### src/rtl/chargen_pkg.sv
package chargen_pkg;
  localparam int CELL_PX = 8;
  localparam int SUB_W   = 3;

  typedef logic [2:0] colour_t;

  // one entry of the display-side delay line
  typedef struct packed {
    logic             act;
    logic             upper;
    logic [SUB_W-1:0] sub;
  } tap_t;
endpackage

### src/rtl/chargen_raster.sv
module chargen_raster
  import chargen_pkg::*;
#(
  parameter int POS_W  = 10,
  parameter int H_ACT0 = 48,
  parameter int V_ACT0 = 24,
  parameter int COLS   = 32,
  parameter int ROWS   = 24,
  parameter int IDX_W  = 10
) (
  input  logic             clk,
  input  logic             rst_n,
  input  logic [POS_W-1:0] h_pos,
  input  logic [POS_W-1:0] v_pos,
  output logic             f_act,
  output logic [SUB_W-1:0] f_sub,
  output logic [2:0]       f_row,
  output logic [IDX_W-1:0] f_idx,
  output tap_t             d_tap
);
  localparam int H_SPAN = COLS * CELL_PX;
  localparam int V_SPAN = ROWS * CELL_PX;
  localparam logic [POS_W-1:0] HLO = POS_W'(H_ACT0);
  localparam logic [POS_W-1:0] HHI = POS_W'(H_ACT0 + H_SPAN);
  localparam logic [POS_W-1:0] VLO = POS_W'(V_ACT0);
  localparam logic [POS_W-1:0] VHI = POS_W'(V_ACT0 + V_SPAN);
  localparam int CELLS = COLS * ROWS;

  logic [POS_W-1:0] ax, ay;
  logic             act_n;
  logic [SUB_W-1:0] sub_n;
  logic [2:0]       row_n;
  logic [IDX_W-1:0] idx_n;
  tap_t             dl   [CELL_PX];
  tap_t             dl_n [CELL_PX];

  // next-state: decode position into cell coordinates
  always_comb begin
    ax    = h_pos - HLO;
    ay    = v_pos - VLO;
    act_n = (h_pos >= HLO) && (h_pos < HHI) && (v_pos >= VLO) && (v_pos < VHI);
    sub_n = ax[SUB_W-1:0];
    row_n = ay[2:0];
    idx_n = IDX_W'(ay[POS_W-1:3]) * IDX_W'(COLS) + IDX_W'(ax[POS_W-1:3]);
  end

  always_ff @(posedge clk or negedge rst_n) begin
    if (!rst_n) begin
      f_act <= 1'b0;
      f_sub <= '0;
      f_row <= '0;
      f_idx <= '0;
    end else begin
      f_act <= act_n;
      f_sub <= sub_n;
      f_row <= row_n;
      f_idx <= act_n ? idx_n : '0;
    end
  end

  // delay line: display side runs one cell behind the fetch side
  always_comb begin
    dl_n[0] = '{act: f_act, upper: ~f_row[2], sub: f_sub};
    for (int i = 1; i < CELL_PX; i++) dl_n[i] = dl[i-1];
  end

  always_ff @(posedge clk or negedge rst_n) begin
    if (!rst_n) begin
      for (int i = 0; i < CELL_PX; i++) dl[i] <= '0;
    end else begin
      for (int i = 0; i < CELL_PX; i++) dl[i] <= dl_n[i];
    end
  end

  assign d_tap = dl[CELL_PX-1];

  p_idx_range_r1: assert property (@(posedge clk) disable iff (!rst_n)
    f_act |-> (int'(f_idx) < CELLS));
endmodule

### src/rtl/chargen_fetch.sv
module chargen_fetch
  import chargen_pkg::*;
#(
  parameter int ADDR_W    = 13,
  parameter int IDX_W     = 10,
  parameter int CELLS     = 768,
  parameter int CODE_BASE = 'h100,
  parameter int ATTR_BASE = 'h500,
  parameter int PAT_PRI   = 'h1000,
  parameter int PAT_ALT   = 'h0000
) (
  input  logic              clk,
  input  logic              rst_n,
  input  logic              f_act,
  input  logic [SUB_W-1:0]  f_sub,
  input  logic [2:0]        f_row,
  input  logic [IDX_W-1:0]  f_idx,
  input  logic [7:0]        vm_rdata,
  output logic              vm_en,
  output logic [ADDR_W-1:0] vm_addr,
  output logic              cell_load,
  output logic [7:0]        code_q,
  output logic [7:0]        attr_q,
  output logic [7:0]        pat_q
);
  localparam logic [ADDR_W-1:0] A_CODE = ADDR_W'(CODE_BASE);
  localparam logic [ADDR_W-1:0] A_ATTR = ADDR_W'(ATTR_BASE);
  localparam logic [ADDR_W-1:0] A_PRI  = ADDR_W'(PAT_PRI);
  localparam logic [ADDR_W-1:0] A_ALT  = ADDR_W'(PAT_ALT);

  logic code_en, attr_en, pat_en;
  logic [ADDR_W-1:0] pat_base;

  // slot decode: 0 code address, 1 attribute address, 2 pattern address
  always_comb begin
    code_en   = f_act && (f_sub == 3'd1);
    attr_en   = f_act && (f_sub == 3'd2);
    pat_en    = f_act && (f_sub == 3'd3);
    cell_load = f_act && (f_sub == 3'd7);
    vm_en     = f_act && (f_sub < 3'd3);
    pat_base  = vm_rdata[6] ? A_ALT : A_PRI;
    vm_addr   = '0;
    if (f_act) begin
      case (f_sub)
        3'd0:    vm_addr = A_CODE + ADDR_W'(f_idx);
        3'd1:    vm_addr = A_ATTR + ADDR_W'(f_idx);
        3'd2:    vm_addr = pat_base + ADDR_W'({code_q, 3'b000}) + ADDR_W'(f_row);
        default: vm_addr = '0;
      endcase
    end
  end

  always_ff @(posedge clk or negedge rst_n) begin
    if (!rst_n) begin
      code_q <= '0;
      attr_q <= '0;
      pat_q  <= '0;
    end else begin
      if (code_en) code_q <= vm_rdata;
      if (attr_en) attr_q <= vm_rdata;
      if (pat_en)  pat_q  <= vm_rdata;
    end
  end

  p_code_addr_r10: assert property (@(posedge clk) disable iff (!rst_n)
    (f_act && f_sub == 3'd0) |-> (vm_en && (int'(vm_addr - A_CODE) < CELLS)));

  p_readback_r8: assert property (@(posedge clk) disable iff (!rst_n)
    (f_act && f_sub == 3'd2) |=> (attr_q == $past(vm_rdata)));

  p_rdback_hold_r8: assert property (@(posedge clk) disable iff (!rst_n)
    (!f_act) |=> $stable(attr_q));
endmodule

### src/rtl/chargen_shade.sv
module chargen_shade
  import chargen_pkg::*;
(
  input  logic       clk,
  input  logic       rst_n,
  input  logic       cell_load,
  input  logic [7:0] code_q,
  input  logic [7:0] attr_q,
  input  logic [7:0] pat_q,
  input  tap_t       d_tap,
  input  colour_t    border,
  output colour_t    pix_colour
);
  logic [7:0] dc, da, dp;
  logic [7:0] blk_byte;
  logic       pat_bit;
  colour_t    pix_n;

  always_ff @(posedge clk or negedge rst_n) begin
    if (!rst_n) begin
      dc <= '0;
      da <= '0;
      dp <= '0;
    end else if (cell_load) begin
      dc <= code_q;
      da <= attr_q;
      dp <= pat_q;
    end
  end

  always_comb begin
    blk_byte = d_tap.upper ? dc : da;
    pat_bit  = dp[3'd7 - d_tap.sub];
    if (!d_tap.act)     pix_n = border;
    else if (da[7])     pix_n = d_tap.sub[2] ? blk_byte[5:3] : blk_byte[2:0];
    else if (pat_bit)   pix_n = da[2:0];
    else                pix_n = da[5:3];
  end

  always_ff @(posedge clk or negedge rst_n) begin
    if (!rst_n) pix_colour <= '0;
    else        pix_colour <= pix_n;
  end

  p_border_colour_r7: assert property (@(posedge clk) disable iff (!rst_n)
    (!d_tap.act) |=> (pix_colour == $past(border)));

  p_block_flat_r5: assert property (@(posedge clk) disable iff (!rst_n)
    (d_tap.act && da[7] && d_tap.sub[1:0] != 2'd0) |=> (pix_colour == $past(pix_colour)));
endmodule

### src/rtl/chargen_display.sv
module chargen_display
  import chargen_pkg::*;
#(
  parameter int POS_W     = 10,
  parameter int H_ACT0    = 48,
  parameter int V_ACT0    = 24,
  parameter int COLS      = 32,
  parameter int ROWS      = 24,
  parameter int ADDR_W    = 13,
  parameter int CODE_BASE = 'h100,
  parameter int ATTR_BASE = 'h500,
  parameter int PAT_PRI   = 'h1000,
  parameter int PAT_ALT   = 'h0000
) (
  input  logic              clk,
  input  logic              rst_n,
  input  logic [POS_W-1:0]  h_pos,
  input  logic [POS_W-1:0]  v_pos,
  output logic              vm_en,
  output logic [ADDR_W-1:0] vm_addr,
  input  logic [7:0]        vm_rdata,
  input  logic              border_wr,
  input  logic [2:0]        border_wdata,
  output logic [7:0]        attr_rdback,
  output logic [2:0]        pix_colour
);
  localparam int CELLS = COLS * ROWS;
  localparam int IDX_W = $clog2(CELLS);

  // reset: asserted asynchronously, released on a clock edge
  logic [1:0] rst_sync;
  logic       rst_i_n;
  always_ff @(posedge clk or negedge rst_n) begin
    if (!rst_n) rst_sync <= 2'b00;
    else        rst_sync <= {rst_sync[0], 1'b1};
  end
  assign rst_i_n = rst_sync[1];

  // border colour register
  colour_t border_q, border_n;
  always_comb border_n = border_wr ? border_wdata : border_q;
  always_ff @(posedge clk or negedge rst_i_n) begin
    if (!rst_i_n) border_q <= '0;
    else          border_q <= border_n;
  end

  logic             f_act;
  logic [SUB_W-1:0] f_sub;
  logic [2:0]       f_row;
  logic [IDX_W-1:0] f_idx;
  tap_t             d_tap;
  logic             cell_load;
  logic [7:0]       code_q, attr_q, pat_q;

  chargen_raster #(
    .POS_W(POS_W), .H_ACT0(H_ACT0), .V_ACT0(V_ACT0),
    .COLS(COLS), .ROWS(ROWS), .IDX_W(IDX_W)
  ) u_raster (
    .clk(clk), .rst_n(rst_i_n), .h_pos(h_pos), .v_pos(v_pos),
    .f_act(f_act), .f_sub(f_sub), .f_row(f_row), .f_idx(f_idx), .d_tap(d_tap)
  );

  chargen_fetch #(
    .ADDR_W(ADDR_W), .IDX_W(IDX_W), .CELLS(CELLS),
    .CODE_BASE(CODE_BASE), .ATTR_BASE(ATTR_BASE),
    .PAT_PRI(PAT_PRI), .PAT_ALT(PAT_ALT)
  ) u_fetch (
    .clk(clk), .rst_n(rst_i_n), .f_act(f_act), .f_sub(f_sub), .f_row(f_row),
    .f_idx(f_idx), .vm_rdata(vm_rdata), .vm_en(vm_en), .vm_addr(vm_addr),
    .cell_load(cell_load), .code_q(code_q), .attr_q(attr_q), .pat_q(pat_q)
  );

  chargen_shade u_shade (
    .clk(clk), .rst_n(rst_i_n), .cell_load(cell_load), .code_q(code_q),
    .attr_q(attr_q), .pat_q(pat_q), .d_tap(d_tap), .border(border_q),
    .pix_colour(pix_colour)
  );

  assign attr_rdback = attr_q;
endmodule

### config.mk
export PLATFORM = sky130hd
export DESIGN_NAME = chargen_display
export DESIGN_NICKNAME = d
export VERILOG_FILES = /design/src/rtl/chargen_pkg.sv /design/src/rtl/chargen_raster.sv /design/src/rtl/chargen_fetch.sv /design/src/rtl/chargen_shade.sv /design/src/rtl/chargen_display.sv
export SDC_FILE = /design/constraint.sdc
export NUM_CORES = 1
export LEC_CHECK = 0
export BUFFER_PORTS_ARGS = -buffer_cell sky130_fd_sc_hd__buf_2
export CORE_MARGIN = 2
export CORE_UTILIZATION = 45
export DETAILED_ROUTE_END_ITERATION = 10
export PLACE_DENSITY_LB_ADDON = 0.08
export SYNTH_ARGS = -nofsm -noshare
export SYNTH_HDL_FRONTEND = slang
export SYNTH_SLANG_ARGS = --single-unit
### constraint.sdc
create_clock -name clk -period 3.3 [get_ports clk]
set_clock_uncertainty 0.05 [all_clocks]
set_input_delay 0.165 -clock clk [delete_from_list [all_inputs] [get_ports clk]]
set_output_delay 0.165 -clock clk [all_outputs]
set_load 0.02 [all_outputs]
==> key figures, run 1 <==
CTS
  • CTS clk-pin slew, worst paths: 0.11 ns
  • Num CTS Buffers: 9
  • Max clock buf depth: 2
  • H-tree Lvls: 3
  • Clk root buf: clkbuf_8
  • Total clock sinks: 110
  • CTS tree: built
  • Clock Latency Late Sink: 0.37 ns
  • Post_cts resized: 0

STA
  • Min Clock Period, post-route: ~2.5 ns
  • Worst slew pin tran: 0.841 ns
  • Final WS setup: about 0.82 ns
  • Relative slew slack: 0.439
  • Period Utilization, post-route: 0.751
  • Tightest hold margin: around 0.027 ns
  • RSZ-0062 raised after global routing: false
  • Fmax: between 400 and 500 MHz
  • Fin. Hold Viols: 0
  • Final-report setup violation count: 0
  • Max-slew violations: 0
  • TNS Setup: 0 ns

Die
  • IO Count: 59
  • Horiz. Die Dim: 101 um
  • Initial core utilization: 0.461
  • FP Rows: 35
  • Core area: 0.00915 mm^2
  • Die height: 101 um
  • Die area: 0.0102 mm^2

Setup path
  • Critical Path Fanout Max: 4
  • Most frequent CP cell: nor3_1
  • Critical Path RT: 3.53 ns
  • Crit path capture type: flop
  • Setup crit start kind: input port
  • CP arrival: 2.71 ns
  • Slowest cell on the critical path: dlygate4sd3_1
  • CP max stage delay: 0.53 ns
  • CP cell instances: dlygate4sd3_1 > buf_2 > ha_1 > nor3_1 > xor2_1 > ha_1 > inv_1 > fa_1 > and3b_1 > o21a_1 > nor3_1 > nor3_1
  • Worst setup path class: input port to flop

Power and ir drop
  • Worst vdd ir: 0.238 mV
  • Leakage: approximately 2.4 nW
  • NetSw: 700 uW
  • Sequential Power Share: 0.586
  • P_int: between 1.5 and 2 mW
  • Net Sw Frac: 0.270
  • Combinational fraction of design power: 0.099
  • Power per Cell Area: between 500 and 600 mW/mm^2
  • Final Power: 2.59 mW
  • Clock Power Share: 0.315

Detailed routing
  • DRT iter0 DRCs: 48
  • Drt first pass iters: 4
  • DRC: 0
  • Post-DR wirelength/cell: 15.1 um
  • Routed vias: ~2,400
  • Final ANT Viol Nets: 0
  • Detailed-route vias per instance: ~5
  • Routed WL: 7410 um

Synthesis
  • Yosys reg bits: 110
  • Fraction of synthesized cell area in xor and xnor cells: 0.0166
  • Most frequent cells after synthesis: dfrtp_1, mux2_2, nor2_1
  • Post-synth EDFFs: 0
  • Ranking of synthesized cells by area: dfrtp_1, mux2_2, mux4_2
  • Post-synthesis mux area share: 0.147
  • Synth async-reset ratio: 1.00
  • Yosys top cell by area: dfrtp_1
  • Most frequent cell after synthesis: dfrtp_1
  • Mapped Cells: roughly 300
  • Post-Synth Simple-Gate Area: 0.0875
  • Ys Warns: 0
  • Sequential share of the synthesized area: 0.653
  • Compound-Gate Fraction of Synth Area: 0.0516
  • Syn Std Cell Area: 0.00422 mm^2
  • Mean Syn Cell Area: 14.1 um^2
  • Synth top area share: 0.653
  • Synth Area in Adders: 0.0196
  • Top FF cell, synth: dfrtp_1
  • Post-synth cell types: 40
  • Syn nets: ~340
  • Largest family of logic cells by synthesized area: multiplexers

Placed design
  • Inst Count DP: 459
  • Post-DP Area: between 0.004 and 0.005 mm^2
  • Buffers added on ports: 58
  • Post-DP HPWL: 5140 um
  • Pre-CTS setup slack: 1.00 ns
  • Placer congestion estimate: 0.734

Layout
  • Final nets: 416
  • Diodes inserted: 0
  • Layout area overhead: 18.8%
  • Proportion of layout cells with a drive suffix above 1: 0.346
  • Fin util: 0.547
  • Design area: 0.00501 mm^2
  • Non-filler cells in the finished layout: 492

Flow run
  • MaxCap Viol Count: 0

Outcome
  • Status: completed

GRT
  • First-pass GRT wire length: 12,400 um
  • GRT Total Usage: 0.161
  • Gr ovfl total: 0
  • Antenna violations before repair: 0
  • Vias in the first global route: 2,560
  • Pin count of the biggest net entering global routing: 66

Worst hold path
  • Min-Delay Path Class: input port to flop
==> flip-flops by register name, indices dropped and copies added (netlist names), 2 cells and up <==
name,count
u_fetch.attr_q,8
u_raster.f_row,3
rst_sync,2
u_shade.dc,6
u_shade.dp,8
u_shade.da,7
u_raster.d_tap,5
border_q,3
u_raster.dl,35
u_fetch.code_q,8
u_fetch.pat_q,8
u_raster.f_idx,10
u_shade.pix_colour,3
u_raster.f_sub,3
==> repair_timing <==
action / CTS / global route
endpoints found under the hold margin: 13 / 0
hold buffers: 17 / 0
setup buffers: 0 / 0
==> critical path, delay by kind of cell <==
| kind | cells | cell delay (ns) |
|---|---|---|
| xor gates and xnor gates | 1 | 0.22 |
| buffers and inverters | 3 | 0.73 |
| and+or+nand+nor | 4 | 0.63 |
| AOI/OAI and AO/OA | 1 | 0.14 |
| adders and majority gates | 3 | 0.83 |
==> path summary, 6_finish.rpt <==
| check | cells past startpoint | slack (ns) | startpoint | endpoint |
|---|---|---|---|---|
| hold reg to reg | 0 | 0.30 | u_raster.dl[18] | u_raster.dl[13] |
| setup reg to reg | 2 | 1.21 | u_raster.f_sub[1] | u_fetch.attr_q[0] |
| hold / removal | 2 | 0.03 | vm_rdata[7] | u_fetch.attr_q[7] |
| setup / recovery | 12 | 0.82 | h_pos[4] | u_raster.f_idx[9] |
| max in group asynchronous | 1 | 2.11 | rst_sync[1] | u_fetch.attr_q[0] |
| min in group asynchronous | 2 | 0.04 | rst_n | rst_sync[1] |
==> cells by family (layout without fill, tap and decap cells) <==
family / after synthesis / in the layout
AOI/OAI and AO/OA: 34 / 34
xor gates and xnor gates: 8 / 8
adders and majority gates: 6 / 6
buffers and inverters: 25 / 108
DFF: 110 / 110
muxes: 52 / 52
other: 1 / 1
and+or+nand+nor: 62 / 62
==> power groups by stage <==
stage / logic, mW / registers (mW) / clock network (mW)
after floorplan: 0.145 / 1.55 / 0
after global placement: 0.236 / 1.54 / 0
after detailed placement: 0.241 / 1.55 / 0
after CTS: 0.260 / 1.52 / 0.849
after global routing: 0.286 / 1.54 / 0.896
final: 0.256 / 1.52 / 0.816
==> per-layer routing <==
| metal | global-route usage | vias up | part of all wire |
|---|---|---|---|
| met2 | 0.257 | 57 | 0.47 |
| met4 | 0.0569 | 0 | 0.011 |
| met3 | 0.0361 | 8 | 0.045 |
| met5 | 0 | - | 0 |
| met1 | 0.218 | 1191 | 0.48 |
| li1 | - | 1191 | - |
==> layout make-up <==
type | count | area (um^2)
tap | 111 | 139
sequential | 110 | 2760
multi-input combinational | 163 | 1360
clock buffer | 9 | 124
timing repair buffer | 77 | 488
fill | 796 | 4140
inverter | 15 | 56.3
clock inverter | 7 | 83.8
==> cell usage in the layout (no fill, tap or decap), drive strengths merged, types with 7 or more instances in the layout <==
cell,synthesis,final
buf,9,60
nand2b,10,10
dfrtp,110,110
clkbuf,1,9
a21oi,13,13
mux2,46,46
nor2,17,17
dlygate4sd3,0,17
o21ai,8,8
nand3,9,9
nor3,7,7
inv,15,19
Note: power is estimated with default switching activity, not from simulation.
==> inputs of run 2 (changes only) <==
==> constraint.sdc (replaced) <==
create_clock -name clk -period 2.35 [get_ports clk]
set_clock_uncertainty 0.05 [all_clocks]
set_input_delay 0.1175 -clock clk [delete_from_list [all_inputs] [get_ports clk]]
set_output_delay 0.1175 -clock clk [all_outputs]
set_load 0.02 [all_outputs]
==> key figures, run 2 (synthesis results as in run 1) <==
CTS
  • CTS clk-pin slew, worst paths: 0.10 ns (about the same)
  • Num CTS Buffers: 9 (unchanged)
  • Clock Latency Late Sink: 0.37 ns (about the same)
  • Max clock buf depth: 2 (unchanged)
  • H-tree Lvls: 3 (unchanged)
  • Clk root buf: clkbuf_8
  • Total clock sinks: 110 (unchanged)
  • Post-CTS setup buffers: 0 (unchanged)
  • CTS tree: built

Detailed routing
  • Routed WL: 7590 um (+2.4%)
  • Routed vias: 2,528 (+3.3%)
  • DRT iter0 DRCs: 46 (-4.2%)
  • Drt first pass iters: 4 (unchanged)
  • DRC: 0 (unchanged)
  • Detailed-route vias per instance: 4.96 (-0.34%)
  • Final ANT Viol Nets: 0 (unchanged)
  • Post-DR wirelength/cell: 14.9 um (-1.2%)

Setup path
  • FF-to-FF setup slack: 0.65 ns (-0.56 ns)
  • Setup crit start kind: input port
  • Crit path capture type: flop
  • CP arrival: 2.44 ns (-0.27 ns)
  • R2r startpoint: u_raster.f_sub[1]
  • Critical Path Fanout Max: 4 (unchanged)
  • RR Endpoint: u_fetch.pat_q[0]
  • Critical Path RT: 2.58 ns (-0.95 ns)
  • Worst setup path class: input port to flop
  • R2R cell count: 2 (unchanged)

Die
  • IO Count: 59 (unchanged)
  • Initial core utilization: 0.461 (unchanged)
  • Core area: 0.00915 mm^2 (unchanged)
  • Horiz. Die Dim: 101 um (unchanged)
  • Die height: 101 um (unchanged)
  • Die area: 0.0102 mm^2 (unchanged)
  • FP Rows: 35 (unchanged)

STA
  • Relative slew slack: 0.649 (+0.210)
  • Fin. Hold Viols: 0 (unchanged)
  • Max-slew violations: 0 (unchanged)
  • Worst slew pin tran: 0.527 ns (-0.314 ns)
  • Period Utilization, post-route: 0.938
  • Final-report setup violation count: 0 (unchanged)
  • Final WS setup: 0.147 ns (-0.675 ns)
  • Fmax: 454 MHz
  • Min Clock Period, post-route: 2.20 ns
  • Tightest hold margin: 0.0227 ns (-0.00444 ns)
  • RSZ-0062 raised after global routing: false
  • TNS Setup: 0 ns (unchanged)

Worst hold path
  • Min-Delay Path Class: input port to flop
  • Hold path cells: 2 (unchanged)
  • Hold path startpoint: vm_rdata[1]
  • Hold Path End: u_fetch.code_q[1]

GRT
  • Pin count of the biggest net entering global routing: 41 (-38%)
  • Vias in the first global route: 2,630 (+2.7%)
  • Gr ovfl total: 0 (unchanged)
  • Antenna violations before repair: 0 (unchanged)
  • First-pass GRT wire length: 12,900 um (+4.5%)
  • GRT Total Usage: 0.169 (+0.00801)

Placed design
  • Post-DP HPWL: 5390 um (+4.9%)
  • Placer congestion estimate: 0.800 (+9.0%)
  • Pre-CTS setup slack: 0.134 ns (-0.868 ns)
  • Buffers added on ports: 58 (unchanged)

Layout
  • Reg with most FFs: u_raster.dl
  • Layout area overhead: 22.4%
  • Commonest non-fill, non-tap cell in the layout: dfrtp_1
  • Fin util: 0.564 (+0.0167)
  • Max reg flops: 35 (unchanged)
  • Largest regs: u_raster.dl (35), u_raster.f_idx (10)
  • Diodes inserted: 0 (unchanged)
  • Proportion of layout cells with a drive suffix above 1: 0.356 (+0.00943)
  • Fillers: 774 (-2.8%)
  • Most frequent cells in the layout: dfrtp_1, buf_2, mux2_2
  • Final nets: 434 (+4.3%)

Outcome
  • Status: completed

Power and ir drop
  • Leakage: 2.51 nW (+2.7%)
  • Worst vdd ir: 0.291 mV (+22%)
  • Power per Cell Area: 690 mW/mm^2 (+33%)
  • Final Power: 3.56 mW (+37%)

Flow run
  • MaxCap Viol Count: 0 (unchanged)
-- run 2: cell types whose count changed in the layout (fill, tap and decap cells not counted), sizes merged --
cell,previous run,this run
clkinvlp,0,1
inv,19,18
buf,60,67
dlygate4sd3,17,28
clkinv,3,2
clkbuf,9,10
-- run 2: per-layer routing --
layer	vias to the layer above	part of all wire	global-route usage
met5	-	0	0
met4	0	0.0099	0.0537
met3	7	0.044	0.0472
met2	55	0.49	0.276
met1	1244	0.45	0.219
li1	1222	-	-
-- run 2: area by class of cell --
cell class | count | area [um^2] | share of cell area
Inverter | 15 | 56.3 | 0.0109
Clock inverter | 6 | 53.8 | 0.0104
Timing Repair Buffer | 95 | 651 | 0.126
Sequential cell | 110 | 2760 | 0.534
Tap cell | 111 | 139 | 0.0269
Clock buffer | 10 | 128 | 0.0247
Multi-Input combinational cell | 163 | 1380 | 0.267
-- run 2: worst max-delay path by stage --
stage	start	to	cells after the start
after floorplan	h_pos[4]	u_raster.f_idx[9]	10
after CTS	h_pos[6]	u_raster.f_idx[9]	11
after detailed placement	h_pos[4]	u_raster.f_idx[9]	11
after global placement	h_pos[4]	u_raster.f_idx[9]	11
final	h_pos[6]	u_raster.f_idx[9]	11
after global routing	h_pos[6]	u_raster.f_idx[9]	11
-- run 2: where the power goes --
group | leakage (nW) | internal, mW | switching [mW]
sequential | 1.40 | 2.03 | 0.0909
combinational | 1.02 | 0.211 | 0.184
clock | 0.0894 | 0.405 | 0.640
total | 2.51 | 2.65 | 0.915
-- run 2: timing repair --
action | 4_1_cts | 5_1_grt
hold buffers | 28 | 0
setup endpoints to repair | 0 | 1
hold endpoints to repair | 36 | 0
resized for setup | 0 | 4
-- run 2: metrics by stage --
step / area, um^2 / instances
floorplan: 4220 / 298
global placement: 4680 / 466
detailed placement: 4680 / 466
CTS: 5150 / 510
global route: 5160 / 510
finish: 5160 / 510
-- run 2: worst max-delay path, cell delays in order --
cell	delay [ns]
dlygate4sd3_1	0.53
buf_2	0.15
a21oi_2	0.14
nor3b_2	0.21
xor2_1	0.21
inv_1	0.10
fa_2	0.41
and3b_1	0.21
o21a_1	0.14
nor3_1	0.06
nor3_1	0.16
==> inputs of run 3 (changes only) <==
==> constraint.sdc (replaced) <==
create_clock -name clk -period 2.35 [get_ports clk]
set_clock_uncertainty 0.05 [all_clocks]
set_input_delay 0 -clock clk [delete_from_list [all_inputs] [get_ports clk]]
set_output_delay 0 -clock clk [all_outputs]
set_load 0.02 [all_outputs]
==> key figures, run 3 (synthesis results as in run 1) <==
Outcome
  • Status: completed

Placed design
  • Inst Count DP: 465 (-0.21%)
  • Placer congestion estimate: 0.775 (-3.2%)
  • Post-DP HPWL: 5510 um (+2.2%)
  • Buffers added on ports: 58 (unchanged)

Die
  • Horiz. Die Dim: 101 um (unchanged)
  • Initial core utilization: 0.461 (unchanged)
  • IO Count: 59 (unchanged)
  • Core area: 0.00915 mm^2 (unchanged)
  • FP Rows: 35 (unchanged)
  • Die height: 101 um (unchanged)
  • Die area: 0.0102 mm^2 (unchanged)

CTS
  • Clk root buf: clkbuf_8
  • H-tree Lvls: 3 (unchanged)
  • Total clock sinks: 110 (unchanged)
  • CTS clk-pin slew, worst paths: 0.11 ns (about the same)
  • Max clock buf depth: 2 (unchanged)
  • Num CTS Buffers: 9 (unchanged)
  • CTS tree: built
  • Clock Latency Late Sink: 0.36 ns (about the same)

Setup path
  • Buffers and inverters on the worst path: 3 (unchanged)
  • R2r startpoint: u_raster.f_sub[2]
  • Crit path max-delay family: adder cells
  • CP arrival: 2.46 ns (+0.02 ns)
  • Critical Path RT: 2.59 ns (about the same)
  • RR Endpoint: u_fetch.code_q[2]
  • Worst setup path class: input port to flop
  • Setup crit start kind: input port
  • FF-to-FF setup slack: 0.58 ns (-0.07 ns)
  • Crit path capture type: flop
  • Critical Path Fanout Max: 4 (unchanged)
  • R2R cell count: 4 (+2)
  • Slowest cell on the critical path: dlygate4sd3_1
  • CP max stage delay: 0.54 ns (about the same)
  • CP cell instances: dlygate4sd3_1 > buf_2 > ha_1 > nor3_2 > xor2_1 > ha_1 > inv_1 > fa_2 > and3b_1 > o21a_1 > nor3_1 > nor3_1

Power and ir drop
  • Leakage: 2.54 nW (+1.5%)
  • Power per Cell Area: 697 mW/mm^2 (+1.1%)
  • Final Power: 3.65 mW (+2.6%)
  • Worst vdd ir: 0.339 mV (+17%)

STA
  • RSZ-0062 raised after global routing: false
  • Fmax: 450 MHz (-0.78%)
  • Worst slew pin tran: 0.571 ns (+0.0439 ns)
  • Min Clock Period, post-route: 2.22 ns (+0.0174 ns)
  • Relative slew slack: 0.620 (-0.0292)
  • Tightest hold margin: 0.0490 ns (+0.0263 ns)
  • Max-slew violations: 0 (unchanged)
  • TNS Setup: 0 ns (unchanged)
  • Fin. Hold Viols: 0 (unchanged)
  • Period Utilization, post-route: 0.945 (+0.00739)
  • Final-report setup violation count: 0 (unchanged)

GRT
  • GRT Total Usage: 0.166 (-0.00277)
  • Gr ovfl total: 0 (unchanged)
  • First-pass GRT wire length: 12,800 um (-0.69%)
  • Vias in the first global route: 2,624 (-0.23%)
  • Antenna violations before repair: 0 (unchanged)
  • Pin count of the biggest net entering global routing: 44 (+7.3%)

Detailed routing
  • Routed WL: 7880 um (+3.8%)
  • DRC: 0 (unchanged)
  • Drt first pass iters: 4 (unchanged)
  • Routed vias: 2,569 (+1.6%)
  • Final ANT Viol Nets: 0 (unchanged)
  • DRT iter0 DRCs: 42 (-8.7%)
  • Post-DR wirelength/cell: 15.3 um (+2.8%)
  • Detailed-route vias per instance: 4.99 (+0.64%)

Layout
  • Diodes inserted: 0 (unchanged)
  • Most frequent cells in the layout: dfrtp_1, buf_2, mux2_2
  • Proportion of layout cells with a drive suffix above 1: 0.351 (-0.00440)
  • Max reg flops: 35 (unchanged)
  • Largest regs: u_raster.dl (35), u_raster.f_idx (10)
  • Non-filler cells in the finished layout: 515 (+0.98%)
  • Final nets: 439 (+1.2%)
  • Layout area overhead: 24.3%
  • Commonest non-fill, non-tap cell in the layout: dfrtp_1
  • Reg with most FFs: u_raster.dl

Worst hold path
  • Hold path startpoint: v_pos[6]
  • Hold path cells: 4 (+2)
  • Hold Path End: u_raster.f_idx[8]
  • Min-Delay Path Class: input port to flop

Flow run
  • MaxCap Viol Count: 0 (unchanged)
## run 3: what timing repair did
| action | 4_1_cts | 5_1_grt |
|---|---|---|
| buffers inserted | 0 | 1 |
| hold buffers | 33 | 0 |
| endpoints found under the setup margin | 0 | 1 |
| endpoints found under the hold margin | 42 | 0 |
| resized for setup | 0 | 3 |
## run 3: per-layer routing
layer,vias to the layer above,part of all wire,global-route usage
li1,1235,-,-
met1,1270,0.45,0.208
met2,58,0.49,0.281
met3,6,0.047,0.0506
met4,0,0.013,0.0443
met5,-,0,0
## run 3: final cells by class
class / instances / area (um^2)
Timing Repair Buffer: 100 / 701
Fill cell: 755 / 3910
Clock buffer: 9 / 124
Clock inverter: 7 / 88.8
Inverter: 15 / 56.3
Sequential cell: 110 / 2760
Multi-Input combinational cell: 163 / 1380
Tap cell: 111 / 139
## run 3: per-stage QoR
step                utilization  cell area [um^2]  setup slack (ns)
detailed placement        0.511              4680             0.241
global route              0.573              5240            0.0483
global placement          0.511              4680             0.304
finish                    0.573              5240             0.129
CTS                       0.570              5220            0.0821
floorplan                     -              4220             0.459
## run 3: how the worst max path moves through the flow
stage / from / endpoint / depth (start not counted) / slack (ns)
final: h_pos[4] / u_raster.f_idx[9] / 12 / 0.13
after global routing: h_pos[4] / u_raster.f_idx[9] / 12 / 0.05
after CTS: h_pos[4] / u_raster.f_idx[9] / 12 / 0.08
after detailed placement: h_pos[4] / u_raster.f_idx[9] / 11 / 0.24
after global placement: h_pos[4] / u_raster.f_idx[9] / 11 / 0.30
after floorplan: rst_sync[1] / border_q[0] / 0 / 0.46
## run 3: worst min-delay path: stages
cell	delay, ns
buf_2	0.13
xor2_1	0.11
xnor2_1	0.16
nor2_1	0.04
## run 3: report_power, final
| part | leakage, nW | internal [mW] | switching, mW |
|---|---|---|---|
| clock | 0.106 | 0.433 | 0.691 |
| sequential | 1.40 | 2.03 | 0.0913 |
| combinational | 1.04 | 0.218 | 0.188 |
